File: config.mk
export PLATFORM = sky130hd
export DESIGN_NAME = ring_tlb
export DESIGN_NICKNAME = d
export VERILOG_FILES = /design/src/rtl/ring_tlb_pkg.sv /design/src/rtl/rtlb_ring_reg.sv /design/src/rtl/rtlb_ring_of.sv /design/src/rtl/rtlb_ways.sv /design/src/rtl/ring_tlb.sv
export SDC_FILE = /design/constraint.sdc
export NUM_CORES = 1
export LEC_CHECK = 0
export BUFFER_PORTS_ARGS = -buffer_cell sky130_fd_sc_hd__clkbuf_2
export CAP_MARGIN = 20
export CORE_MARGIN = 2
export CORE_UTILIZATION = 63
export CTS_BUF_LIST = sky130_fd_sc_hd__clkbuf_4 sky130_fd_sc_hd__clkbuf_8
export DETAILED_ROUTE_END_ITERATION = 10
export MAX_ROUTING_LAYER = met4
export PLACE_DENSITY = 0.8
export SYNTH_ARGS = -nofsm -noshare
export SYNTH_HDL_FRONTEND = slang
export SYNTH_SLANG_ARGS = --single-unit
File: constraint.sdc
create_clock -name clk -period 7 [get_ports clk]
set_input_delay 0.7 -clock clk [delete_from_list [all_inputs] [get_ports clk]]
set_output_delay 0.7 -clock clk [all_outputs]
set_load 0.05 [all_outputs]
File: src/rtl/ring_tlb_pkg.sv
package ring_tlb_pkg;
  typedef enum logic [2:0] {
    CAUSE_NONE    = 3'd0,
    CAUSE_IMISS   = 3'd1,
    CAUSE_DMISS   = 3'd2,
    CAUSE_IMULTI  = 3'd3,
    CAUSE_DMULTI  = 3'd4,
    CAUSE_IPRIV   = 3'd5,
    CAUSE_DPRIV   = 3'd6
  } cause_e;

  localparam logic [1:0] KIND_LOAD  = 2'd0;
  localparam logic [1:0] KIND_STORE = 2'd1;
  localparam logic [1:0] KIND_FETCH = 2'd2;

  typedef enum logic [1:0] {
    ST_IDLE = 2'd0,
    ST_LOOK = 2'd1,
    ST_REQ  = 2'd2,
    ST_WAIT = 2'd3
  } walk_state_e;
endpackage

File: src/rtl/rtlb_ring_reg.sv
module rtlb_ring_reg #(
  parameter int unsigned RINGS = 4,
  parameter int unsigned ID_W  = 8,
  parameter logic [RINGS*ID_W-1:0] RESET_MAP = 32'h0403_0201
) (
  input  logic                  clk,
  input  logic                  rst_n,
  input  logic                  wr_en,
  input  logic [RINGS*ID_W-1:0] wr_data,
  output logic [RINGS*ID_W-1:0] map
);
  logic [RINGS*ID_W-1:0] map_q, map_d;

  always_comb begin
    map_d = map_q;
    if (wr_en) map_d = wr_data;
  end

  always_ff @(posedge clk or negedge rst_n) begin
    if (!rst_n) map_q <= RESET_MAP;
    else        map_q <= map_d;
  end

  assign map = map_q;
endmodule

File: src/rtl/rtlb_ring_of.sv
module rtlb_ring_of #(
  parameter int unsigned RINGS = 4,
  parameter int unsigned ID_W  = 8,
  localparam int unsigned RING_W = $clog2(RINGS)
) (
  input  logic [RINGS*ID_W-1:0] map,
  input  logic [ID_W-1:0]       id,
  output logic                  found,
  output logic [RING_W-1:0]     ring
);
  // lowest matching byte index wins
  always_comb begin
    found = 1'b0;
    ring  = '0;
    for (int i = RINGS - 1; i >= 0; i--) begin
      if (map[i*ID_W +: ID_W] == id) begin
        found = 1'b1;
        ring  = RING_W'(i);
      end
    end
  end
endmodule

File: src/rtl/rtlb_ways.sv
module rtlb_ways #(
  parameter int unsigned WAYS     = 4,
  parameter int unsigned SET_BITS = 2,
  parameter int unsigned VPN_W    = 20,
  parameter int unsigned PPN_W    = 20,
  parameter int unsigned ATTR_W   = 4,
  parameter int unsigned RINGS    = 4,
  parameter int unsigned ID_W     = 8,
  localparam int unsigned SETS    = 1 << SET_BITS,
  localparam int unsigned WAY_W   = $clog2(WAYS),
  localparam int unsigned RING_W  = $clog2(RINGS)
) (
  input  logic                  clk,
  input  logic                  rst_n,
  input  logic [RINGS*ID_W-1:0] map,
  input  logic [VPN_W-1:0]      lk_vpn,
  output logic [WAYS-1:0]       hit_vec,
  output logic [RING_W-1:0]     sel_ring,
  output logic [PPN_W-1:0]      sel_ppn,
  output logic [ATTR_W-1:0]     sel_attr,
  input  logic                  fill_we,
  input  logic [WAY_W-1:0]      fill_way,
  input  logic [VPN_W-1:0]      fill_vpn,
  input  logic [PPN_W-1:0]      fill_ppn,
  input  logic [ATTR_W-1:0]     fill_attr,
  input  logic [ID_W-1:0]       fill_id
);
  logic [ID_W-1:0]   id_q   [WAYS][SETS];
  logic [VPN_W-1:0]  vpn_q  [WAYS][SETS];
  logic [PPN_W-1:0]  ppn_q  [WAYS][SETS];
  logic [ATTR_W-1:0] attr_q [WAYS][SETS];

  logic [SET_BITS-1:0] lk_set, fill_set;
  assign lk_set   = lk_vpn[SET_BITS-1:0];
  assign fill_set = fill_vpn[SET_BITS-1:0];

  // identifiers carry the valid state and are the only reset storage
  always_ff @(posedge clk or negedge rst_n) begin
    if (!rst_n) begin
      for (int w = 0; w < WAYS; w++)
        for (int s = 0; s < SETS; s++)
          id_q[w][s] <= '0;
    end else if (fill_we) begin
      id_q[fill_way][fill_set] <= fill_id;
    end
  end

  always_ff @(posedge clk) begin
    if (fill_we) begin
      vpn_q[fill_way][fill_set]  <= fill_vpn;
      ppn_q[fill_way][fill_set]  <= fill_ppn;
      attr_q[fill_way][fill_set] <= fill_attr;
    end
  end

  logic [WAYS-1:0][RING_W-1:0] way_ring;

  for (genvar w = 0; w < WAYS; w++) begin : g_way
    logic present;
    rtlb_ring_of #(.RINGS(RINGS), .ID_W(ID_W)) u_ring (
      .map   (map),
      .id    (id_q[w][lk_set]),
      .found (present),
      .ring  (way_ring[w])
    );
    assign hit_vec[w] = (id_q[w][lk_set] != '0) && present &&
                        (vpn_q[w][lk_set] == lk_vpn);
  end

  always_comb begin
    sel_ring = '0;
    sel_ppn  = '0;
    sel_attr = '0;
    for (int w = WAYS - 1; w >= 0; w--) begin
      if (hit_vec[w]) begin
        sel_ring = way_ring[w];
        sel_ppn  = ppn_q[w][lk_set];
        sel_attr = attr_q[w][lk_set];
      end
    end
  end
endmodule

File: src/rtl/ring_tlb.sv
module ring_tlb
  import ring_tlb_pkg::*;
#(
  parameter int unsigned VA_W      = 32,
  parameter int unsigned PAGE_BITS = 12,
  parameter int unsigned WAYS      = 4,
  parameter int unsigned SET_BITS  = 2,
  parameter int unsigned ATTR_W    = 4,
  parameter int unsigned ID_W      = 8,
  parameter int unsigned RINGS     = 4
) (
  input  logic                clk,
  input  logic                rst_n,
  input  logic                req_valid,
  input  logic [31:0]         req_vaddr,
  input  logic [1:0]          req_kind,
  input  logic [1:0]          req_ring,
  input  logic [31:0]         pt_base,
  input  logic                rmap_we,
  input  logic [31:0]         rmap_wdata,
  output logic                mem_req,
  output logic [31:0]         mem_addr,
  input  logic                mem_rvalid,
  input  logic [31:0]         mem_rdata,
  output logic                done,
  output logic [31:0]         paddr,
  output logic [2:0]          fault,
  output logic [3:0]          attr
);
  localparam int unsigned VPN_W     = VA_W - PAGE_BITS;
  localparam int unsigned PTE_SHIFT = PAGE_BITS - 2;
  localparam int unsigned DIR_LSB   = PAGE_BITS + PTE_SHIFT;
  localparam int unsigned WAY_W     = $clog2(WAYS);
  localparam int unsigned RING_W    = $clog2(RINGS);
  localparam int unsigned PRING_LSB = ATTR_W;

  // ring register
  logic [RINGS*ID_W-1:0] map;
  rtlb_ring_reg #(.RINGS(RINGS), .ID_W(ID_W)) u_map (
    .clk (clk), .rst_n (rst_n), .wr_en (rmap_we), .wr_data (rmap_wdata), .map (map)
  );

  // captured request
  walk_state_e st_q, st_d;
  logic [VA_W-1:0]   va_q;
  logic [1:0]        kind_q;
  logic [RING_W-1:0] ring_q;
  logic              refilled_q, refilled_d;
  logic [WAY_W-1:0]  rr_q, rr_d;
  logic              cap;

  // entry storage
  logic [WAYS-1:0]   hit_vec;
  logic [RING_W-1:0] sel_ring;
  logic [VPN_W-1:0]  sel_ppn;
  logic [ATTR_W-1:0] sel_attr;
  logic              fill_we;
  logic [WAY_W-1:0]  fill_way;
  logic [ID_W-1:0]   fill_id;
  logic [RING_W-1:0] pte_ring;

  assign pte_ring = mem_rdata[PRING_LSB +: RING_W];
  assign fill_id  = map[pte_ring*ID_W +: ID_W];
  assign fill_way = rr_q + WAY_W'(1);

  rtlb_ways #(
    .WAYS(WAYS), .SET_BITS(SET_BITS), .VPN_W(VPN_W), .PPN_W(VPN_W),
    .ATTR_W(ATTR_W), .RINGS(RINGS), .ID_W(ID_W)
  ) u_ways (
    .clk       (clk),
    .rst_n     (rst_n),
    .map       (map),
    .lk_vpn    (va_q[VA_W-1:PAGE_BITS]),
    .hit_vec   (hit_vec),
    .sel_ring  (sel_ring),
    .sel_ppn   (sel_ppn),
    .sel_attr  (sel_attr),
    .fill_we   (fill_we),
    .fill_way  (fill_way),
    .fill_vpn  (va_q[VA_W-1:PAGE_BITS]),
    .fill_ppn  (mem_rdata[VA_W-1:PAGE_BITS]),
    .fill_attr (mem_rdata[ATTR_W-1:0]),
    .fill_id   (fill_id)
  );

  logic unused_pte_bits;
  assign unused_pte_bits = ^mem_rdata[PAGE_BITS-1:PRING_LSB+RING_W];

  logic any_hit, multi_hit, is_fetch, in_pt_window;
  assign any_hit      = |hit_vec;
  assign multi_hit    = (hit_vec & (hit_vec - WAYS'(1))) != '0;
  assign is_fetch     = (kind_q == KIND_FETCH);
  assign in_pt_window = (ring_q == '0) &&
                        (va_q[VA_W-1:DIR_LSB] == pt_base[VA_W-1:DIR_LSB]);

  // result path
  logic              fin;
  cause_e            fin_cause;
  logic [VA_W-1:0]   fin_pa;
  logic              done_q;
  logic [VA_W-1:0]   pa_q;
  cause_e            cause_q;
  logic [ATTR_W-1:0] attr_q;

  always_comb begin
    st_d       = st_q;
    cap        = 1'b0;
    fin        = 1'b0;
    fin_cause  = CAUSE_NONE;
    fin_pa     = '0;
    fill_we    = 1'b0;
    refilled_d = refilled_q;
    rr_d       = rr_q;
    case (st_q)
      ST_IDLE: begin
        if (req_valid) begin
          cap        = 1'b1;
          refilled_d = 1'b0;
          st_d       = ST_LOOK;
        end
      end
      ST_LOOK: begin
        if (multi_hit) begin
          fin       = 1'b1;
          fin_cause = is_fetch ? CAUSE_IMULTI : CAUSE_DMULTI;
        end else if (any_hit) begin
          fin = 1'b1;
          if (sel_ring < ring_q) fin_cause = is_fetch ? CAUSE_IPRIV : CAUSE_DPRIV;
          else                   fin_pa    = {sel_ppn, va_q[PAGE_BITS-1:0]};
        end else if (in_pt_window || refilled_q) begin
          fin       = 1'b1;
          fin_cause = is_fetch ? CAUSE_IMISS : CAUSE_DMISS;
        end else begin
          st_d = ST_REQ;
        end
        if (fin) st_d = ST_IDLE;
      end
      ST_REQ:  st_d = ST_WAIT;
      ST_WAIT: begin
        if (mem_rvalid) begin
          fill_we    = 1'b1;
          rr_d       = fill_way;
          refilled_d = 1'b1;
          st_d       = ST_LOOK;
        end
      end
      default: st_d = ST_IDLE;
    endcase
  end

  always_ff @(posedge clk or negedge rst_n) begin
    if (!rst_n) begin
      st_q       <= ST_IDLE;
      refilled_q <= 1'b0;
      rr_q       <= '0;
      done_q     <= 1'b0;
      cause_q    <= CAUSE_NONE;
      pa_q       <= '0;
      attr_q     <= '0;
      va_q       <= '0;
      kind_q     <= '0;
      ring_q     <= '0;
    end else begin
      st_q       <= st_d;
      refilled_q <= refilled_d;
      rr_q       <= rr_d;
      done_q     <= fin;
      if (cap) begin
        va_q   <= req_vaddr;
        kind_q <= req_kind;
        ring_q <= req_ring;
      end
      if (fin) begin
        cause_q <= fin_cause;
        pa_q    <= fin_pa;
        attr_q  <= sel_attr;
      end
    end
  end

  assign mem_req  = (st_q == ST_REQ);
  assign mem_addr = (pt_base | (va_q >> PTE_SHIFT)) & ~32'h3;
  assign done     = done_q;
  assign paddr    = pa_q;
  assign fault    = cause_q;
  assign attr     = attr_q;

  // properties
  p_req_pulse_r11: assert property (@(posedge clk) disable iff (!rst_n)
    mem_req |=> !mem_req);
  p_done_pulse_r11: assert property (@(posedge clk) disable iff (!rst_n)
    done |=> !done);
  p_pte_align_r8: assert property (@(posedge clk) disable iff (!rst_n)
    mem_req |-> (mem_addr[1:0] == 2'b00));
  p_multi_cause_r5: assert property (@(posedge clk) disable iff (!rst_n)
    (st_q == ST_LOOK && $countones(hit_vec) > 1) |=>
      (done && (fault == CAUSE_IMULTI || fault == CAUSE_DMULTI)));
  p_priv_cause_r7: assert property (@(posedge clk) disable iff (!rst_n)
    (st_q == ST_LOOK && $onehot(hit_vec) && sel_ring < ring_q) |=>
      (done && (fault == CAUSE_IPRIV || fault == CAUSE_DPRIV)));
  p_no_walk_r9: assert property (@(posedge clk) disable iff (!rst_n)
    (st_q == ST_LOOK && hit_vec == '0 && in_pt_window) |=>
      (done && !mem_req && (fault == CAUSE_IMISS || fault == CAUSE_DMISS)));
endmodule

# Word-level counts from Yosys, hierarchy flattened
# Memories as Yosys holds them, arrays and structs flattened.
# Index checks and enable logic that the tools add are counted.
# Widths: inputs -> output; s select.
# totals
register_bits,241
output_inout_bits,73
inputBits,137
word_cells,231
mem_bits_rw,704
n_memories,3
# op_classes
order_cmp,5
n_bitwise,4
mux,135
addsub,2
n_eq_ne,30
n_reduce_logical,24
shifts,1
# memory_table
memory,depth,width,read_ports,rd_ports_with_merged_regs,wr,line_no,text
u_ways.ppn_q,4,80,4,0,1,rtlb_ways.sv:30,logic [PPN_W-1:0] ppn_q [WAYS][SETS];
u_ways.vpn_q,4,80,4,0,1,rtlb_ways.sv:29,logic [VPN_W-1:0] vpn_q [WAYS][SETS];
u_ways.attr_q,4,16,4,0,1,rtlb_ways.sv:31,logic [ATTR_W-1:0] attr_q [WAYS][SETS];
# ops
operator,n
$mux 20,21
$bmux 20 s2,8
$mux 32,5
$bwmux 128,1
$eq 8x8->1,16
$eq 20x20->1,4
$mux 80,1
$mux 8,9
$bmux 8 s2,4
$demux 32 s2,1
$mux 2,29
$mux 4,13
$demux 20 s2,1
$bmux 4 s2,4
$or 32x22->32,1
$reduce_bool 8->1,4
$shiftx 32x6->8,1
$mux 1,28
$demux 8 s2,1
$mux 16,1
$mux 3,5
$logic_and 1x1->1,11
$eq 10x10->1,1
$ne 3x3->1 const B,3
21 further kinds,28

# Logic depth before layout (Yosys ltp)
# Gate-level depths: netlist of the first run.
# logic_depth
depth_word,20
ltp_mapped,25
mapped_depth_nobuf,17

# By module
# A second synthesis of the first run with hierarchy kept.
# unflattened
hier_cells,2328
area_unflattened_um2,40149.8
# modules_own_cells
module,area_each_um2,cells_each,instances
rtlb_ways,33081.7,1725,1
ring_tlb,4045.1,343,1
rtlb_ring_of,417.9,48,4
rtlb_ring_reg,1351.3,68,1

# Least setup slack after synthesis of the first run
# No wires, ideal clock.
# synth_path
path_type,reg-to-reg
from,register va_q[13]
to,register u_ways.id_q[10] (netlist name)
setup_ps,126
arrival_ps,5037
n_path_buf,7
path_stages_with_launch,11
t_required_ps,6874
slack_ps,1837
path_cell_list,dfrtp_1 buf_4 buf_6 buf_4 buf_2 buf_2 buf_1 clkbuf_1 nand2_1 nor2_1 mux2_2
# synth_via
elab_chain_cells,8
elab_cells_between_ends,9
cone_classes,order compare: 2; mux: 5; bitwise: 1; reduce/logical: 1
# synth_lines
element,line_no,text
"start, declared",ring_tlb.sv:45,logic [VA_W-1:0] va_q;
"start signal, assigned",ring_tlb.sv:169,va_q <= req_vaddr;
$not 2->3 (not written as such) (*),rtlb_ways.sv:44,id_q[fill_way][fill_set] <= fill_id;
$ge 3x3->1 (not written as such) or $lt 3x1->1 (tied branches),rtlb_ways.sv:44,
$logic_and 1x1->1 (not written as such),rtlb_ways.sv:44,
$mux 8 (not written as such),rtlb_ways.sv:44,
$demux 8 s2 (*),rtlb_ways.sv:44,
$mux 32 (not written as such) (*),rtlb_ways.sv:44,
$demux 32 s2 (*),rtlb_ways.sv:44,
$bwmux 128 (*),rtlb_ways.sv:44,
"end signal, assigned by index",rtlb_ways.sv:44,
"end, declared",rtlb_ways.sv:28,logic [ID_W-1:0] id_q [WAYS][SETS];
# Mark *: on every way between the ends. The rest lies on a longest branch, timed or not.
# A chain may end at the register's enable or synchronous reset.

# Worst setup path after layout of the first run
# layout_path
from,register va_q[12]
to,"register pa_q[17], in the netlist paddr[17]"
# layout_via
elab_chain_cells,20
elab_cells_between_ends,122
cone_classes,add/sub: 1; order compare: 1; eq/ne: 20; mux: 84; bitwise: 2; reduce/logical: 14
# layout_lines
element,line_no,text
$not 2->3 (not written as such),-,
$bmux 8 s2,"rtlb_ways.sv:62, rtlb_ways.sv:66",
$mux 8 (not written as such) (2 in series),"rtlb_ways.sv:62, rtlb_ways.sv:66",
$eq 8x8->1,rtlb_ring_of.sv:16,if (map[i*ID_W +: ID_W] == id) begin
$mux 1 (4 in series),rtlb_ring_of.sv:16,
$logic_and 1x1->1 (2 in series),rtlb_ways.sv:66,assign hit_vec[w] = (id_q[w][lk_set] != '0) && present &&
$mux 2 (4 in series),rtlb_ways.sv:75,if (hit_vec[w]) begin
$lt 2x2->1,ring_tlb.sv:128,if (sel_ring < ring_q) fin_cause = is_fetch ? CAUSE_IPRIV : CAUSE_DPRIV;
$mux 32,ring_tlb.sv:128,
$mux 32,ring_tlb.sv:126,end else if (any_hit) begin
$mux 32,ring_tlb.sv:123,if (multi_hit) begin
$mux 32,ring_tlb.sv:114,case (st_q)
"end signal, assigned",ring_tlb.sv:175,pa_q <= fin_pa;
"end, declared",ring_tlb.sv:101,logic [VA_W-1:0] pa_q;
# Several ways; a longest one is shown, not always the timed one. The select of a mux whose other input is x is not followed.

==> results of run 1 <==
-- routing by layer --
metal | global-route usage | vias up
met5 | - | -
met4 | 0.1218 | 0
met3 | 0.05694 | 182
met2 | 0.4580 | 1121
met1 | 0.3923 | 11490
li1 | - | 9442
-- timing repair --
item / CTS / global route
resized for setup: 0 / 0
hold buffers: 1 / 0
endpoints found under the hold margin: 70 / 0
-- registers in the layout, indices dropped and copies added, names as in the netlist --
signal / cells
kind_q: 2
u_ways.ppn_q: 320
u_ways.id_q: 128
ring_q: 2
rr_q: 2
paddr: 32
u_map.map: 32
done: 1
u_ways.vpn_q: 320
refilled_q: 1
u_ways.attr_q: 64
va_q: 32
attr: 4
fault: 3
st_q: 2
-- layout by cell type, fill, tap and decap left out, types with 6 or more instances in the layout --
cell	instances
clkinv_1	30
edfxtp_1	704
a22oi_1	26
nor2_1	28
mux2i_1	76
clkbuf_2	198
ha_1	10
nor2_4	14
a21oi_1	12
or4_1	6
dfrtp_1	234
o21ai_2	30
mux4_2	187
nor3_1	8
o21ai_0	33
o22ai_1	9
clkinv_2	16
xor2_1	64
inv_1	27
nand3_1	20
buf_4	44
nand2_1	81
xnor2_1	154
mux2_2	203
buf_12	12
nor4_1	38
clkbuf_8	174
nand4_1	42
or2_2	25
clkbuf_4	40
-- Yosys cell counts (all sizes together) (5+ instances only) --
master    n
a21oi    12
xor2     64
o21ai    65
a211oi    6
nand4    43
mux4    187
or4       6
xnor2   154
buf      70
dfstp     5
dfrtp   236
mux2i    76
o22ai     9
mux2    203
a31oi     6
ha       10
nor3      8
nor4     38
clkbuf   83
and3      5
a22oi    26
nand3    20
nor2     42
nand2    82
edfxtp  704
inv      32
a22o      5
or2      25
-- kinds of logic (layout without fill, tap and decap cells) --
kind of cell	after synthesis	after routing
DFF	945	945
buffers and inverters	187	564
adders and majority gates	10	10
xor gates and xnor gates	218	218
other	1	5
muxes	466	466
AOI/OAI and AO/OA	161	161
and+or+nand+nor	298	298
-- power by group through the flow --
stage	logic, W	registers (W)	clock network (W)
floorplan	0.00395	0.00726	0
global placement	0.00481	0.00755	0
detailed placement	0.00493	0.00760	0
CTS	0.00496	0.00749	0.00481
global route	0.00531	0.00757	0.00504
finish	0.00496	0.00750	0.00473
-- layout make-up --
class / count / area (um2) / area share
tap: 846 / 1059 / 0.02340
clock buffer: 214 / 2695 / 0.05958
multi-input combinational: 1155 / 12180 / 0.2693
clock inverter: 60 / 386.6 / 0.008547
sequential: 945 / 27180 / 0.6010
timing repair buffer: 256 / 1587 / 0.03507
inverter: 34 / 132.6 / 0.002932
antenna: 3 / 7.507 / 0.0001660
-- final timing paths --
check / endpoint / start / depth (start not counted)
worst min-delay path: va_q[23] / req_vaddr[23] / 2
worst max-delay path: paddr[17] / va_q[12] / 17
min in group asynchronous: u_map.map[7] / rst_n / 2
max in group asynchronous: u_ways.id_q[110] / rst_n / 3
worst min register to register: paddr[8] / paddr[8] / 2
worst max register to register: paddr[17] / va_q[12] / 17
-- stage by stage --
stage	hold WS, ns	cells
finish	0.09969	3513
global route	0.08523	3512
CTS	0.05433	3507
detailed placement	0.4654	3232
global placement	0.4596	3228
floorplan	0.4044	2287
==> impl_metrics.py, run 1 <==
metrics = {
    "clock_tree": {
        "clockBufferDepth": 3,
        "cts_setup_buffers": 0,
        "cts.sinks": 945,
        "cts_made_buffers": 147,
        "insertion_delay_ns": 0.83,
        "cts_htree_levels": 4,
        "cts_tree": "yes",
        "clk_pin_slew_ns": 0.06,
        "root_buffer": "clkbuf_8",
    },
    "worst_hold_path": {
        "hp-class": "in -> reg",
    },
    "die": {
        "dieWidth_um": 256.6,
        "row_count": 92,
        "die_area_um2": 65830,
        "start_util": 0.6372,
        "ioPinCount": 210,
        "fp.dieH_um": 256.6,
        "coreArea_um2": 63080,
    },
    "power": {
        "p_leak_nw": 16.40,
        "pwr-share-seq": 0.436,
        "power.switching_w": 0.005459,
        "p_total_w": 0.01719,
        "clkPwrFrac": 0.275,
        "p_sw_frac": 0.3177,
        "powerDensity_nw_per_um2": 379.9,
        "irDropWorstVdd_mv": 0.3403,
        "power_frac_comb": 0.289,
        "p_int_w": 0.01173,
    },
    "setup_path": {
        "critical_path.slowest_cell": "dfrtp_4",
        "crit_path_end_kind": "flip-flop",
        "cpMostUsedCell": "nand4_1",
        "path_delay_family": "simple AND/OR/NAND/NOR gates",
        "rrSetupSlack_ns": 0.75,
        "critPathArrivalTime_ns": 6.99,
        "crit_type": "reg -> reg",
        "cp_max_fo": 47,
        "crit_buf_inv": 2,
        "critPathLaunchType": "flip-flop",
        "cp.required_ns": 7.73,
        "slowest_delay_ns": 1.00,
        "worstPathCellList": "buf_12, mux4_2, xnor2_1, nand4_1, nor4_1, nand4_1, o22a_1, o22ai_1, o21ai_0, o21a_1, ha_1, inv_1, a41oi_1, o311ai_0, nand2_1, nand3b_4, o21ai_2",
    },
    "yosys": {
        "synth_compound_area_frac": 0.02920,
        "synth-main-ff-cell": "edfxtp_1",
        "synth_edf_count": 704,
        "synth_top_family_by_area": "multiplexers",
        "synthDistinctLibCells": 74,
        "synth_xor_area_frac": 0.04750,
        "syn_inst": 2286,
        "syn_area_um2": 40190,
        "ys_seq_area_frac": 0.6762,
        "synth-simple-area-share": 0.03969,
        "ys.warnings.count": 0,
        "post-synth-top-area-cell": "edfxtp_1",
        "synthArstFlopShare": 0.2550,
        "synth_fa_ha_area_frac": 0.003113,
        "synth_top_cell_area_share": 0.5260,
        "synth-seq-cells": 945,
        "synth_mux_area_frac": 0.1806,
        "avgSynthCellArea_um2": 17.58,
        "synthTopCellsByArea": "edfxtp_1, dfrtp_1, mux4_2",
    },
    "detailed_routing": {
        "via_per_inst": 6.330,
        "dr_wl_met2_mm": 45.44,
        "ant_nets": 0,
        "drt-met1-wl_mm": 36.75,
        "wl_mm": 92.57,
        "vias": 22240,
        "highest_layer": "met4",
        "drt_iter0_drc": 2315,
        "dr_wl_met3_mm": 7.764,
        "drt_first_pass_iters": 6,
        "drc": 0,
        "wire_per_inst_um": 26.35,
    },
    "run": {
        "maxCapViolCount": 0,
    },
    "final_layout": {
        "postLayoutCellArea_um2": 45240,
        "area_growth_pct": 12.55,
        "fin_nets": 2686,
        "final_core_util": 0.7171,
        "nFillCells": 3812,
        "drive_above_1_share": 0.3690,
    },
    "sta": {
        "tns_ns": 0,
        "worstMarginPinSlew_ns": 1.097,
        "finalCriticalPeriod_ns": 6.251,
        "rsz0062_at_grt": "no",
        "setup_viol": 0,
        "hold_viol_final": 0,
        "period_share": 0.8930,
        "finalClockSkew_ns": 0.02809,
        "max_freq_mhz": 160.0,
        "slew_headroom": 0.2672,
        "setup_ws_ns": 0.7488,
        "slew_viol_final": 0,
    },
    "global_routing": {
        "grt_pass1_wl_mm": 139.7,
        "track_usage": 0.2960,
        "antenna_found_initial": 2,
        "overflow": 0,
        "grt_max_degree": 134,
        "grt_pass1_vias": 23130,
    },
    "placed_design": {
        "place_ws_ns": 0.8614,
        "dpl.hpwl_mm": 55.41,
        "place.gp.congestion": 0.8888,
        "io_buffer_count": 199,
        "postPlaceCellArea_um2": 42080,
    },
    "status": {
        "status": "completed",
    },
}
No activity file was read; power rests on OpenSTA's default activity.
==> inputs of run 2 (changes only) <==
Settings changed: REMOVE_ABC_BUFFERS from default to 1.
==> impl_metrics.py, run 2 (synthesis gave the netlist of run 1 again) <==
metrics = {
    "status": {
        "status": "completed",
    },
    "detailed_routing": {
        "drt_first_pass_iters": 5,
        "drc": 0,
        "wire_per_inst_um": 26.11,
        "drt_iter0_drc": 2046,
        "via_per_inst": 6.293,
        "ant_nets": 0,
        "vias": 22060,
        "wl_mm": 91.54,
    },
    "final_layout": {
        "drive_above_1_share": 0.3670,
        "mostFrequentLayoutCell": "edfxtp_1",
        "final_core_util": 0.7158,
        "fin_cells": 3506,
        "reg_top3": "u_ways.ppn_q: 320 flops, u_ways.vpn_q: 320 flops, u_ways.id_q: 128 flops",
        "area_growth_pct": 12.34,
        "final_cell_mix": "edfxtp_1, dfrtp_1, mux2_2",
        "fin_nets": 2685,
    },
    "sta": {
        "hold_viol_final": 0,
        "period_share": 0.8491,
        "finalCriticalPeriod_ns": 5.944,
        "setup_viol": 0,
        "slew_headroom": 0.2548,
        "max_freq_mhz": 168.2,
        "rsz0062_at_grt": "no",
        "finalClockSkew_ns": 0.04000,
        "slew_viol_final": 0,
        "setup_ws_ns": 1.056,
        "worstMarginPinSlew_ns": 1.115,
    },
    "die": {
        "dieWidth_um": 256.6,
        "start_util": 0.6372,
        "coreArea_um2": 63080,
        "die_area_um2": 65830,
        "row_count": 92,
        "ioPinCount": 210,
        "fp.dieH_um": 256.6,
    },
    "setup_path": {
        "critPathLaunchType": "flip-flop",
        "cp_max_fo": 45,
        "crit_path_end_kind": "flip-flop",
        "rr_worst_depth": 17,
        "cp.required_ns": 7.70,
        "cp.depth": 17,
        "critical_path.slowest_cell": "dfrtp_4",
        "worstPathCellList": "buf_12, mux4_2, xnor2_1, nand4_1, nor4_1, nand4_1, o22a_1, o22ai_1, o21ai_0, o21a_1, ha_1, inv_1, a41oi_1, o311ai_0, nand2_1, nand3b_4, o21ai_2",
        "slowest_delay_ns": 1.00,
        "cpMostUsedCell": "nand4_1",
        "crit_type": "reg -> reg",
        "crit_buf_inv": 2,
        "critPathArrivalTime_ns": 6.65,
        "path_delay_family": "simple AND/OR/NAND/NOR gates",
    },
    "clock_tree": {
        "cts_htree_levels": 4,
        "clockBufferDepth": 3,
        "cts.sinks": 945,
        "cts_tree": "yes",
        "clk_pin_slew_ns": 0.06,
        "cts_made_buffers": 148,
        "insertion_delay_ns": 0.80,
        "cts_resized": 0,
        "root_buffer": "clkbuf_8",
    },
    "placed_design": {
        "place.gp.congestion": 0.9097,
        "dp.cells": 3229,
        "place_ws_ns": 1.163,
        "dpl.hpwl_mm": 54.98,
        "io_buffer_count": 199,
    },
    "global_routing": {
        "track_usage": 0.2931,
        "antenna_found_initial": 2,
        "grt_most_used_layer": "met2",
        "use_met2": 0.4597,
        "met3_usage": 0.05852,
        "grt_pass1_wl_mm": 139.0,
        "use_met1": 0.3910,
        "grt_pass1_vias": 23190,
        "grt_max_degree": 85,
        "overflow": 0,
    },
    "run": {
        "maxCapViolCount": 0,
    },
    "power": {
        "irDropWorstVdd_mv": 0.2970,
        "p_total_w": 0.01715,
        "p_leak_nw": 16.36,
        "powerDensity_nw_per_um2": 379.7,
    },
    "worst_hold_path": {
        "hp-class": "in -> reg",
        "hold_depth": 2,
    },
}
==> run 2: final cells by class <==
cell class              instances  area (um2)
repair buffers                254        1539
clock buffers                 213        2638
fillers                      3895       17930
inverters                      34       132.6
well taps                     846        1059
diodes                          3       7.507
flip-flops and latches        945       27180
multi-input cells            1155       12180
clock inverters                56       409.1
==> run 2: worst paths after layout <==
path	to	start	slack, ns
max in group asynchronous	u_map.map[16]	rst_n	5.31
worst min-delay path	va_q[28]	req_vaddr[28]	0.13
worst max-delay path	paddr[28]	va_q[12]	1.06
worst min register to register	paddr[11]	paddr[11]	0.48
worst max register to register	paddr[28]	va_q[12]	1.06
min in group asynchronous	paddr[24]	rst_n	0.52
==> run 2: repair_timing <==
action                                 4_1_cts  5_1_grt
hold buffers                                 1        0
endpoints found under the hold margin       77        0
buffers inserted                             0        0
==> run 2: power by group <==
group,switching (W),leakage [nW],total (W),internal (W)
combinational,0.00259,5.27,0.00492,0.00233
sequential,0.000709,9.49,0.00752,0.00681
clock,0.00209,1.60,0.00470,0.00262
==> run 2: metrics by stage <==
stage | hold slack, ns | cell area, um2 | TNS [ns]
final | 0.1291 | 45150 | 0
after global routing | 0.1057 | 45150 | 0
after CTS | 0.06850 | 45060 | 0
after detailed placement | 0.4641 | 42000 | 0
after global placement | 0.4608 | 41960 | 0
after floorplan | 0.4044 | 39380 | -2998.63
==> run 2: layer usage <==
| metal | share of wire | routed length (um) |
|---|---|---|
| met1 | 0.39 | 35920 |
| met2 | 0.50 | 45670 |
| met3 | 0.085 | 7785 |
| met4 | 0.024 | 2168 |
| met5 | 0 | 0 |
